$ cat config.mk
export PLATFORM = sky130hd
export DESIGN_NAME = i2c_preamble_master
export DESIGN_NICKNAME = d
export VERILOG_FILES = /design/src/rtl/i2cpm_pkg.sv /design/src/rtl/i2cpm_cfg.sv /design/src/rtl/i2cpm_phase.sv /design/src/rtl/i2c_preamble_master.sv
export SDC_FILE = /design/constraint.sdc
export NUM_CORES = 1
export LEC_CHECK = 0
export ABC_CLOCK_PERIOD_IN_PS = 3200
export CORE_MARGIN = 1.5
export CORE_UTILIZATION = 32
export DETAILED_ROUTE_END_ITERATION = 8
export DONT_BUFFER_PORTS = 1
export PLACE_DENSITY_LB_ADDON = 0.25
export SETUP_SLACK_MARGIN = 0.02
export SYNTH_ARGS = -nofsm -noshare
export SYNTH_HDL_FRONTEND = slang
export SYNTH_SLANG_ARGS = --single-unit
export TNS_END_PERCENT = 10
$ cat constraint.sdc
create_clock -name clk -period 3.2 [get_ports clk]
set_input_delay 0.16 -clock clk [delete_from_list [all_inputs] [get_ports clk]]
set_output_delay 0.16 -clock clk [all_outputs]
set_load 0.01 [all_outputs]
$ cat src/rtl/i2cpm_pkg.sv
package i2cpm_pkg;

    typedef enum logic [3:0] {
        S_IDLE, S_START, S_BIT_LO, S_BIT_HI, S_RS_LO, S_RS_HI,
        S_STOP_LO, S_STOP_HI, S_STOP_END
    } bus_state_e;

    typedef enum logic [2:0] {
        G_PRE, G_ADDR1, G_ADDR2, G_ADDR3, G_DATA
    } stage_e;

    typedef enum logic [1:0] {
        SP_NONE  = 2'd0,
        SP_GCALL = 2'd1,
        SP_SBYTE = 2'd2,
        SP_RSVD  = 2'd3
    } special_e;

    localparam int          TGT_W      = 10;
    localparam int          TEN_POS    = 10;
    localparam int          SPEC_LSB   = 11;
    localparam int          BYTE_W     = 8;
    localparam int          IDX_W      = 4;
    localparam logic [3:0]  ACK_SLOT   = 4'd8;
    localparam logic [7:0]  SBYTE_VAL  = 8'h01;
    localparam logic [7:0]  GCALL_VAL  = 8'h00;
    localparam logic [4:0]  TEN_PREFIX = 5'b11110;
    localparam logic [1:0]  OFS_CTRL   = 2'd0;
    localparam logic [1:0]  OFS_TARGET = 2'd1;
    localparam logic [1:0]  OFS_DIV    = 2'd2;

endpackage

$ cat src/rtl/i2cpm_cfg.sv
module i2cpm_cfg
    import i2cpm_pkg::*;
#(
    parameter int DIV_W = 8,
    localparam int REG_W = 2 * DIV_W
) (
    input  logic                 clk,
    input  logic                 rst_n,
    input  logic                 reg_wr,
    input  logic [1:0]           reg_addr,
    input  logic [REG_W-1:0]     reg_wdata,
    output logic                 en,
    output logic [TGT_W-1:0]     tgt,
    output logic                 ten,
    output special_e             spec,
    output logic [DIV_W-1:0]     lo_cnt,
    output logic [DIV_W-1:0]     hi_cnt,
    output logic                 ctrl_wr
);

    assign ctrl_wr = reg_wr && (reg_addr == OFS_CTRL);

    always_ff @(posedge clk or negedge rst_n) begin
        if (!rst_n) begin
            en     <= 1'b0;
            tgt    <= '0;
            ten    <= 1'b0;
            spec   <= SP_NONE;
            lo_cnt <= DIV_W'(4);
            hi_cnt <= DIV_W'(4);
        end else begin
            if (ctrl_wr) begin
                en <= reg_wdata[0];
            end
            if (reg_wr && !en && reg_addr == OFS_TARGET) begin
                tgt  <= reg_wdata[TGT_W-1:0];
                ten  <= reg_wdata[TEN_POS];
                spec <= special_e'(reg_wdata[SPEC_LSB+1:SPEC_LSB]);
            end
            if (reg_wr && !en && reg_addr == OFS_DIV) begin
                lo_cnt <= reg_wdata[DIV_W-1:0];
                hi_cnt <= reg_wdata[REG_W-1:DIV_W];
            end
        end
    end

    // Configuration frozen while enabled
    assert_cfg_frozen_R2: assert property (@(posedge clk) disable iff (!rst_n)
        $past(en) |-> ($stable(tgt) && $stable(ten) && $stable(spec)
                       && $stable(lo_cnt) && $stable(hi_cnt)));

endmodule

$ cat src/rtl/i2cpm_phase.sv
module i2cpm_phase #(
    parameter int DIV_W = 8
) (
    input  logic             clk,
    input  logic             rst_n,
    input  logic             restart,
    input  logic [DIV_W-1:0] limit,
    output logic             done
);

    logic [DIV_W-1:0] cnt;

    always_ff @(posedge clk or negedge rst_n) begin
        if (!rst_n)       cnt <= '0;
        else if (restart) cnt <= '0;
        else              cnt <= cnt + 1'b1;
    end

    assign done = ({1'b0, cnt} + {{DIV_W{1'b0}}, 1'b1}) >= {1'b0, limit};

endmodule

$ cat src/rtl/i2c_preamble_master.sv
module i2c_preamble_master
    import i2cpm_pkg::*;
#(
    parameter int DIV_W = 8,
    localparam int REG_W = 2 * DIV_W
) (
    input  logic              clk,
    input  logic              rst_n,
    input  logic              reg_wr,
    input  logic [1:0]        reg_addr,
    input  logic [REG_W-1:0]  reg_wdata,
    input  logic              cmd_valid,
    input  logic              cmd_read,
    input  logic [BYTE_W-1:0] cmd_data,
    input  logic              sda_in,
    output logic              scl_oe,
    output logic              sda_oe,
    output logic              busy,
    output logic [BYTE_W-1:0] rd_data,
    output logic              nack_err,
    output logic              drop_flag
);

    logic             en, ten, ctrl_wr;
    logic [TGT_W-1:0] tgt;
    special_e         spec;
    logic [DIV_W-1:0] lo_cnt, hi_cnt, ph_limit;

    i2cpm_cfg #(.DIV_W(DIV_W)) u_cfg (
        .clk(clk), .rst_n(rst_n), .reg_wr(reg_wr), .reg_addr(reg_addr),
        .reg_wdata(reg_wdata), .en(en), .tgt(tgt), .ten(ten), .spec(spec),
        .lo_cnt(lo_cnt), .hi_cnt(hi_cnt), .ctrl_wr(ctrl_wr)
    );

    bus_state_e        state, state_n;
    stage_e            stage, stage_n;
    logic [IDX_W-1:0]  bit_idx;
    logic [BYTE_W-1:0] rx_sh, wd_q, tx_byte;
    logic              rd_q, ten_q, ph_done, ph_restart;
    logic              accept, byte_end, ack_bad, is_rd_data;

    assign accept     = (state == S_IDLE) && cmd_valid && en;
    assign is_rd_data = (stage == G_DATA) && rd_q;
    assign byte_end   = (state == S_BIT_HI) && ph_done && (bit_idx == ACK_SLOT);
    assign ack_bad    = sda_in && (stage != G_PRE) && !is_rd_data;
    assign ph_restart = ph_done || (state == S_IDLE);
    assign ph_limit   = (state == S_BIT_LO || state == S_RS_LO || state == S_STOP_LO)
                        ? lo_cnt : hi_cnt;

    i2cpm_phase #(.DIV_W(DIV_W)) u_phase (
        .clk(clk), .rst_n(rst_n), .restart(ph_restart),
        .limit(ph_limit), .done(ph_done)
    );

    always_comb begin
        unique case (stage)
            G_PRE:   tx_byte = SBYTE_VAL;
            G_ADDR1: tx_byte = ten_q ? {TEN_PREFIX, tgt[9:8], 1'b0}
                             : (spec == SP_GCALL) ? GCALL_VAL : {tgt[6:0], rd_q};
            G_ADDR2: tx_byte = tgt[7:0];
            G_ADDR3: tx_byte = {TEN_PREFIX, tgt[9:8], 1'b1};
            G_DATA:  tx_byte = rd_q ? 8'hFF : wd_q;
            default: tx_byte = 8'hFF;
        endcase
    end

    // Next-state logic
    always_comb begin
        state_n = state;
        stage_n = stage;
        unique case (state)
            S_IDLE: if (accept) begin
                state_n = S_START;
                stage_n = (spec == SP_SBYTE) ? G_PRE : G_ADDR1;
            end
            S_START:  if (ph_done) state_n = S_BIT_LO;
            S_BIT_LO: if (ph_done) state_n = S_BIT_HI;
            S_BIT_HI: if (ph_done) begin
                if (bit_idx != ACK_SLOT) begin
                    state_n = S_BIT_LO;
                end else if (stage == G_PRE) begin
                    state_n = en ? S_RS_LO : S_STOP_LO;
                    stage_n = G_ADDR1;
                end else if (ack_bad || !en || stage == G_DATA) begin
                    state_n = S_STOP_LO;
                end else if (stage == G_ADDR1) begin
                    state_n = S_BIT_LO;
                    stage_n = ten_q ? G_ADDR2 : G_DATA;
                end else if (stage == G_ADDR2 && rd_q) begin
                    state_n = S_RS_LO;
                    stage_n = G_ADDR3;
                end else begin
                    state_n = S_BIT_LO;
                    stage_n = G_DATA;
                end
            end
            S_RS_LO:    if (ph_done) state_n = S_RS_HI;
            S_RS_HI:    if (ph_done) state_n = S_START;
            S_STOP_LO:  if (ph_done) state_n = S_STOP_HI;
            S_STOP_HI:  if (ph_done) state_n = S_STOP_END;
            S_STOP_END: if (ph_done) state_n = S_IDLE;
            default:    state_n = S_IDLE;
        endcase
    end

    // State register
    always_ff @(posedge clk or negedge rst_n) begin
        if (!rst_n) begin
            state <= S_IDLE;
            stage <= G_ADDR1;
        end else begin
            state <= state_n;
            stage <= stage_n;
        end
    end

    // Datapath and flags
    always_ff @(posedge clk or negedge rst_n) begin
        if (!rst_n) begin
            bit_idx   <= '0;
            rx_sh     <= '0;
            wd_q      <= '0;
            rd_q      <= 1'b0;
            ten_q     <= 1'b0;
            rd_data   <= '0;
            nack_err  <= 1'b0;
            drop_flag <= 1'b0;
        end else begin
            if (accept) begin
                rd_q  <= cmd_read && (spec != SP_GCALL);
                ten_q <= ten && (spec != SP_GCALL);
                wd_q  <= cmd_data;
            end
            if (state != S_BIT_LO && state != S_BIT_HI) begin
                bit_idx <= '0;
            end else if (state == S_BIT_HI && ph_done) begin
                bit_idx <= (bit_idx == ACK_SLOT) ? '0 : bit_idx + 1'b1;
            end
            if (state == S_BIT_HI && ph_done && bit_idx != ACK_SLOT) begin
                rx_sh <= {rx_sh[BYTE_W-2:0], sda_in};
            end
            if (byte_end && is_rd_data) rd_data <= rx_sh;
            if (ctrl_wr || accept)      nack_err <= 1'b0;
            if (byte_end && ack_bad)    nack_err <= 1'b1;
            if (ctrl_wr)                drop_flag <= 1'b0;
            if (cmd_valid && (!en || state != S_IDLE)) drop_flag <= 1'b1;
        end
    end

    // Outputs
    always_comb begin
        scl_oe = 1'b0;
        sda_oe = 1'b0;
        unique case (state)
            S_IDLE, S_RS_HI, S_STOP_END: ;
            S_START:   sda_oe = 1'b1;
            S_RS_LO:   scl_oe = 1'b1;
            S_STOP_LO: begin scl_oe = 1'b1; sda_oe = 1'b1; end
            S_STOP_HI: sda_oe = 1'b1;
            S_BIT_LO, S_BIT_HI: begin
                scl_oe = (state == S_BIT_LO);
                sda_oe = (bit_idx != ACK_SLOT) && !is_rd_data
                         && !tx_byte[3'd7 - bit_idx[2:0]];
            end
            default: ;
        endcase
    end

    assign busy = (state != S_IDLE);

    // SDA moves under a released SCL only to form START or STOP
    assert_sda_edge_R4: assert property (@(posedge clk) disable iff (!rst_n)
        (!scl_oe && !$past(scl_oe) && (sda_oe != $past(sda_oe)))
        |-> (state == S_START || state == S_STOP_END));

    // A discarded command raises the drop flag
    assert_drop_flag_R3: assert property (@(posedge clk) disable iff (!rst_n)
        (cmd_valid && !en) |=> drop_flag);

    // The dummy acknowledge of the preamble never flags an error
    assert_pre_no_nack_R6: assert property (@(posedge clk) disable iff (!rst_n)
        (state == S_BIT_HI && stage == G_PRE && ph_done && bit_idx == ACK_SLOT)
        |=> (nack_err == $past(nack_err)));

    // A new missing-acknowledge error leads straight into STOP
    assert_nack_stops_R10: assert property (@(posedge clk) disable iff (!rst_n)
        $rose(nack_err) |-> (state == S_STOP_LO));

endmodule

# [After elaboration in Yosys (flattened, before gate mapping)]
# Index checks and enable logic that the tools add are counted.
[word_totals] reg_bits=77 latch_bits=0 ramBits=0 mem_bits_ro=0 inputBits=32 output_inout_bits=13 wordCells=143 mem_count=0
[op_classes] add_sub_neg=4 multipliers=0 div=0 n_lt_le_gt_ge=2 n_eq_ne=32 shifts=0 n_mux=43 bitwise=0 n_reduce_logical=45
[op_table] op="2-to-1 mux 4 bit" n=12
[op_table] op="2-to-1 mux 8 bit" n=5
[op_table] op="case mux 8 bit (5 select lines)" n=1
[op_table] op="2-to-1 mux 3 bit" n=13
[op_table] op="case mux 4 bit (9 select lines)" n=1
[op_table] op="logical AND 1 bit" n=21
[op_table] op="!= test 2 bit, second input constant" n=10
[op_table] op="equality test 4 x 3 -> 1 bit, second input constant" n=4
[op_table] op="adder 8 x 1 -> 9 bit, second input constant" n=1
[op_table] op=">= comparator 9 x 8 -> 1 bit" n=1
[op_table] op="AND reduction 9 bit" n=1
[op_table] op="adder 8 x 1 -> 8 bit, second input constant" n=1
[op_table] op="equality test 4 x 2 -> 1 bit, second input constant" n=2
[op_table] op="equality test 4 bit, second input constant" n=2
[op_table] op="!= test 4 x 2 -> 1 bit, second input constant" n=2
[op_table] op="nonzero test 2 bit" n=4
[op_table] op="logical OR 1 bit" n=7
[op_table] op="equality test 3 x 2 -> 1 bit, second input constant" n=2
[op_table] op="2-to-1 mux 1 bit" n=6
[op_table] op="case mux 3 bit (2 select lines)" n=1
[op_table] op="AND reduction 5 bit" n=1
[op_table] op="adder 4 x 1 -> 4 bit, second input constant" n=1
[op_table] op="equality test 2 x 1 -> 1 bit, second input constant" n=2
[op_table] op="equality test 2 bit, second input constant" n=2
[op_table] op="19 further kinds" n=23

# [Depth between registers and ports, before layout]
[logic_depth] depth_word=11 depth_mapped=16 depth_no_buf=12

# [Hierarchy]
# Synthesis repeated with hierarchy kept, for this count alone.
[hier_totals] hier_cells=368 area_unflattened_um2=4179.0
[modules_own_cells] mod="i2c_preamble_master" instances=1 cells_per_inst=245 area_per_inst_um2=2403.6 seq_area_each_um2=977.2
[modules_own_cells] mod="i2cpm_cfg" instances=1 cells_per_inst=66 area_per_inst_um2=1203.7 seq_area_each_um2=753.2
[modules_own_cells] mod="i2cpm_phase" instances=1 cells_per_inst=57 area_per_inst_um2=571.8 seq_area_each_um2=200.2

# [Worst setup path after synthesis]
# No wires, ideal clock.
[synth_path] path_kind="flip-flop to flip-flop" startpoint="reg state[2]" endpoint="reg rx_sh[0]" setup_time_ns=0.125 t_arrival_ns=2.873 required_time_ns=3.075 slack_ns=0.202 path_stages_with_launch=15 n_path_buf=2 synth_period_minus_slack_ns=2.998 path_cell_list="dfrtp_1 -> nor2_1 -> or3_1 -> clkbuf_1 -> inv_1 -> nand2_1 -> nand2_1 -> ha_1 -> nand2b_1 -> a21o_1 -> a211oi_1 -> o21a_1 -> buf_6 -> nor3_4 -> mux2_2"
[synth_between] elab_chain_cells=7 word_cells_on_any_way=10 classes_between="order compare (1); eq/ne (4); mux (1); reduce/logical (4)"
[synth_lines] element="start, declared" line_no="i2c_preamble_master.sv:35" text="bus_state_e state, state_n;"
[synth_lines] element="start signal, assigned" line_no="i2c_preamble_master.sv:112" text="state <= state_n;"
[synth_lines] element="equality test 4 x 2 -> 1 bit / equality test 4 x 3 -> 1 bit (equally long branches)" line_no="i2c_preamble_master.sv:47" text="assign ph_limit = (state == S_BIT_LO || state == S_RS_LO || state == S_STOP_LO)"
[synth_lines] element="logical OR 1 bit (2 in a row)" line_no="i2c_preamble_master.sv:47"
[synth_lines] element="2-to-1 mux 8 bit" line_no="i2c_preamble_master.sv:48" text="? lo_cnt : hi_cnt;"
[synth_lines] element=">= comparator 9 x 8 -> 1 bit" line_no="i2cpm_phase.sv:19" text="assign done = ({1'b0, cnt} + {{DIV_W{1'b0}}, 1'b1}) >= {1'b0, limit};"
[synth_lines] element="logical AND 1 bit (*) (2 in a row)" line_no="i2c_preamble_master.sv:139" text="if (state == S_BIT_HI && ph_done && bit_idx != ACK_SLOT) begin"
[synth_lines] element="end signal, assigned" line_no="i2c_preamble_master.sv:140" text="rx_sh <= {rx_sh[BYTE_W-2:0], sda_in};"
[synth_lines] element="end, declared" line_no="i2c_preamble_master.sv:38" text="logic [BYTE_W-1:0] rx_sh, wd_q, tx_byte;"
# Every way passes the cells marked *; elsewhere a longest branch is shown, timed or not.
# A chain may end at the register's enable or synchronous reset.

# [Final worst setup path]
[layout_path] startpoint="reg state[0]" endpoint="reg rx_sh[1]"
# The elaborated chain is that of the path after synthesis.

==> metrics <==
cell with the most instances after synthesis dfrtp_1; Antenna Cells 0; grt ovf 0; first-pass GRT wire length 14.9 mm; Internal Pwr Total 2370 uW; Rows 40; final worst path period need 2.91 ns; Post-synth EDFFs 0; CP Max Fanout 27; area of the multi-input gates 1950 sq um; critical path launch point type flop; Placed Area 4210 sq um; RSZ-0062 raised after global routing false; Synth area leaders dfrtp_1, mux2_2, ha_1, nand2_1, o21ai_0; CP arrival 3.13 ns; clock transition at the registers of the reported paths 0.06 ns; drt pass-1 iters 4; DRC marker count from the first detailed-route iteration 117; Worst Path Buf+Inv 3; Syn Inst Count 356; Detail Route Antenna Nets 0; gpl congestion 0.858; Worst-Margin Slew 0.942 ns; clk sink count 77; CP max-delay cell or3_4; Port Buffers 0; Vias per Instance 5.04; largest net degree at the start of global routing 78; Synth Flop Type dfrtp_1; Final Instance Count excl. Fillers 561; Max VDD drop 0.000247 V; status completed; max-slew violation count 0; die width 114 microns; switching power 1180 uW; part of the Yosys area used for sequential elements 48.6%; FF+latch area 1930 sq um; syn_nets 399; #FFs+latches synth 77; worst min path class in2reg; area leader, netlist dfrtp_1; Skew-Pair Late Insertion Delay 0.34 ns; Layout Nets 431; CP Class reg2reg; CTS tree done; share of the synthesized area in the top cell type 46.6%; core region area 12100 sq um; adder-cell share of the synthesized area 3.46%; max_cap viols 0; clock buffer depth 2; top achievable clock speed 0.344 GHz; gr usage total 14.9%; CP top delay family compound AO/OA/AOI/OAI gates; WP data required 3.42 ns; CTS HTree Levels 3; WL/cell 15.9 microns; Reg power frac 40.9%; cell mode on critical path buf_12; Fin Clk Skew 0.00608 ns; Synth Area in Compound Gates 11.3%; Syn Area/Cell 11.2 sq um; final WL 8.93 mm; die extent in y 114 microns; mux cell area share after synthesis 17.3%; Worst slew margin 37.1%; Clock power frac 28.3%; critical path endpoint category flop; number of setup violations in the final report 0; Commonest cells post-synth dfrtp_1, mux2_2, nand2_1, o21ai_0; CTS Buf Count 9; XOR/XNOR Fraction of Synth Area 1.32%; Initial Util 32.9%; synthesized cell area 3970 sq um; dpl hpwl 6.42 mm; io pins 45; Placed Cells incl. Taps 515; share of cells above drive strength 1 24.7%; Final Util 40.1%; die area 13100 sq um; Final Hold Vio Count 0; combinational share of power 30.8%; Root Buffer Master clkbuf_16; main combinational cell family by area after synthesis multiplexers; CP peak stage delay 0.45 ns; Yosys cell types 62; post-synthesis simple-gate area fraction 14.8%; Ys Warns 0; P_leak 0.00212 uW; antenna violations before repair 0; worst-path cell chain or3_4, buf_4, mux2i_1, ha_1, a21o_1, a211oi_1, o21a_1, buf_12, nor3_4, buf_12, mux2_2; vias in the first global route 2870; pwr dens 734 nW/um^2; total number of vias 2827; Layout fillers 1157; asr flop ratio synth 100%; period utilization 90.9%; Setup TNS Final 0 ns; Sw Ratio 33.2%; Remaining DRCs 0; area grow syn2layout 21.7%; fin area 4840 sq um
-- cell type report --
class	instances	share of cell area, %
multi-input cells	250	40.4
flip-flops and latches	77	39.9
repair buffers	39	8.43
clock buffers	11	4.81
well taps	168	4.35
clock inverters	5	1.24
inverters	11	0.854
-- layout by cell type, fill, tap and decap left out, types with 3 or more instances in the layout --
master,n
dlygate4sd3_1,28
xnor2_1,3
ha_1,11
nand3_1,5
dfrtp_1,74
o21ai_0,23
mux2i_1,9
a21oi_1,8
o21a_1,3
nor3b_1,6
and3_1,8
inv_1,11
mux2_2,53
o31ai_1,3
nand2b_1,7
xor2_1,3
dfstp_2,3
buf_4,8
or3_1,3
a211oi_1,5
clkbuf_16,9
nand4_1,4
nor2_1,11
nor2b_1,5
nand2_1,33
-- cell families (layout without fill, tap and decap cells) --
group,Yosys count,after routing
adder cells (fa/ha/maj),11,11
buffers and inverters,29,66
AO/OA/AOI/OAI,67,67
flip-flops,77,77
AND/OR/NAND/NOR,104,104
multiplexers,62,62
XOR/XNOR,6,6
-- worst paths after layout --
check | start | end | slack [ns] | depth (start not counted)
max | state[0]$_DFFE_PN0P_ | rx_sh[1]$_DFFE_PN0P_ | 0.29 | 11
min | sda_in | nack_err$_DFFE_PN0P_ | 0.03 | 2
max reg2reg | state[0]$_DFFE_PN0P_ | rx_sh[1]$_DFFE_PN0P_ | 0.29 | 11
min reg2reg | wd_q[5]$_DFFE_PN0P_ | wd_q[5]$_DFFE_PN0P_ | 0.50 | 1
max in group asynchronous | rst_n | stage[0]$_DFFE_PN1P_ | 2.46 | 2
min in group asynchronous | rst_n | bit_idx[2]$_DFFE_PN0P_ | 0.36 | 2
-- registers in the layout, indices dropped and copies added (netlist names) --
| signal | count |
|---|---|
| u_cfg.ten | 1 |
| u_cfg.lo_cnt | 8 |
| rd_data | 8 |
| drop_flag | 1 |
| u_cfg.spec | 2 |
| nack_err | 1 |
| rx_sh | 8 |
| wd_q | 8 |
| u_cfg.hi_cnt | 8 |
| u_phase.cnt | 8 |
| rd_q | 1 |
| bit_idx | 4 |
| ten_q | 1 |
| u_cfg.en | 1 |
| state | 4 |
| u_cfg.tgt | 10 |
| stage | 3 |
-- routing by layer --
layer	track usage [%]	up-vias	wire length, microns
met2	22.7	39	4120
li1	-	1367	-
met1	19.9	1409	4320
met4	6.42	0	167
met5	0	-	0
met3	3.92	12	326
-- power groups by stage --
stage / sequential [uW] / clock [uW] / combinational (uW)
finish: 1450 / 1010 / 1090
floorplan: 1370 / 0 / 834
detailed placement: 1470 / 0 / 1030
global placement: 1460 / 0 / 1010
CTS: 1450 / 1030 / 1090
global route: 1490 / 1070 / 1240
-- timing repair --
| action | CTS | global route |
|---|---|---|
| endpoints found under the setup margin | 0 | 21 |
| gates resized for setup | 0 | 2 |
| hold buffers | 29 | 0 |
| endpoints found under the hold margin | 118 | 0 |
| buffers inserted | 0 | 1 |
-- per-stage QoR --
step	setup slack, ns	total power, uW	hold WS [ns]
3_5_place_dp	0.150	2500	-0.131
5_1_grt	0.0434	3800	0.0179
6_report	0.292	3550	0.0253
4_1_cts	0.104	3570	0.00959
2_1_floorplan	0.202	2200	-0.136
3_3_place_gp	0.302	2470	-0.131
Note: power is estimated with default switching activity, not from simulation.
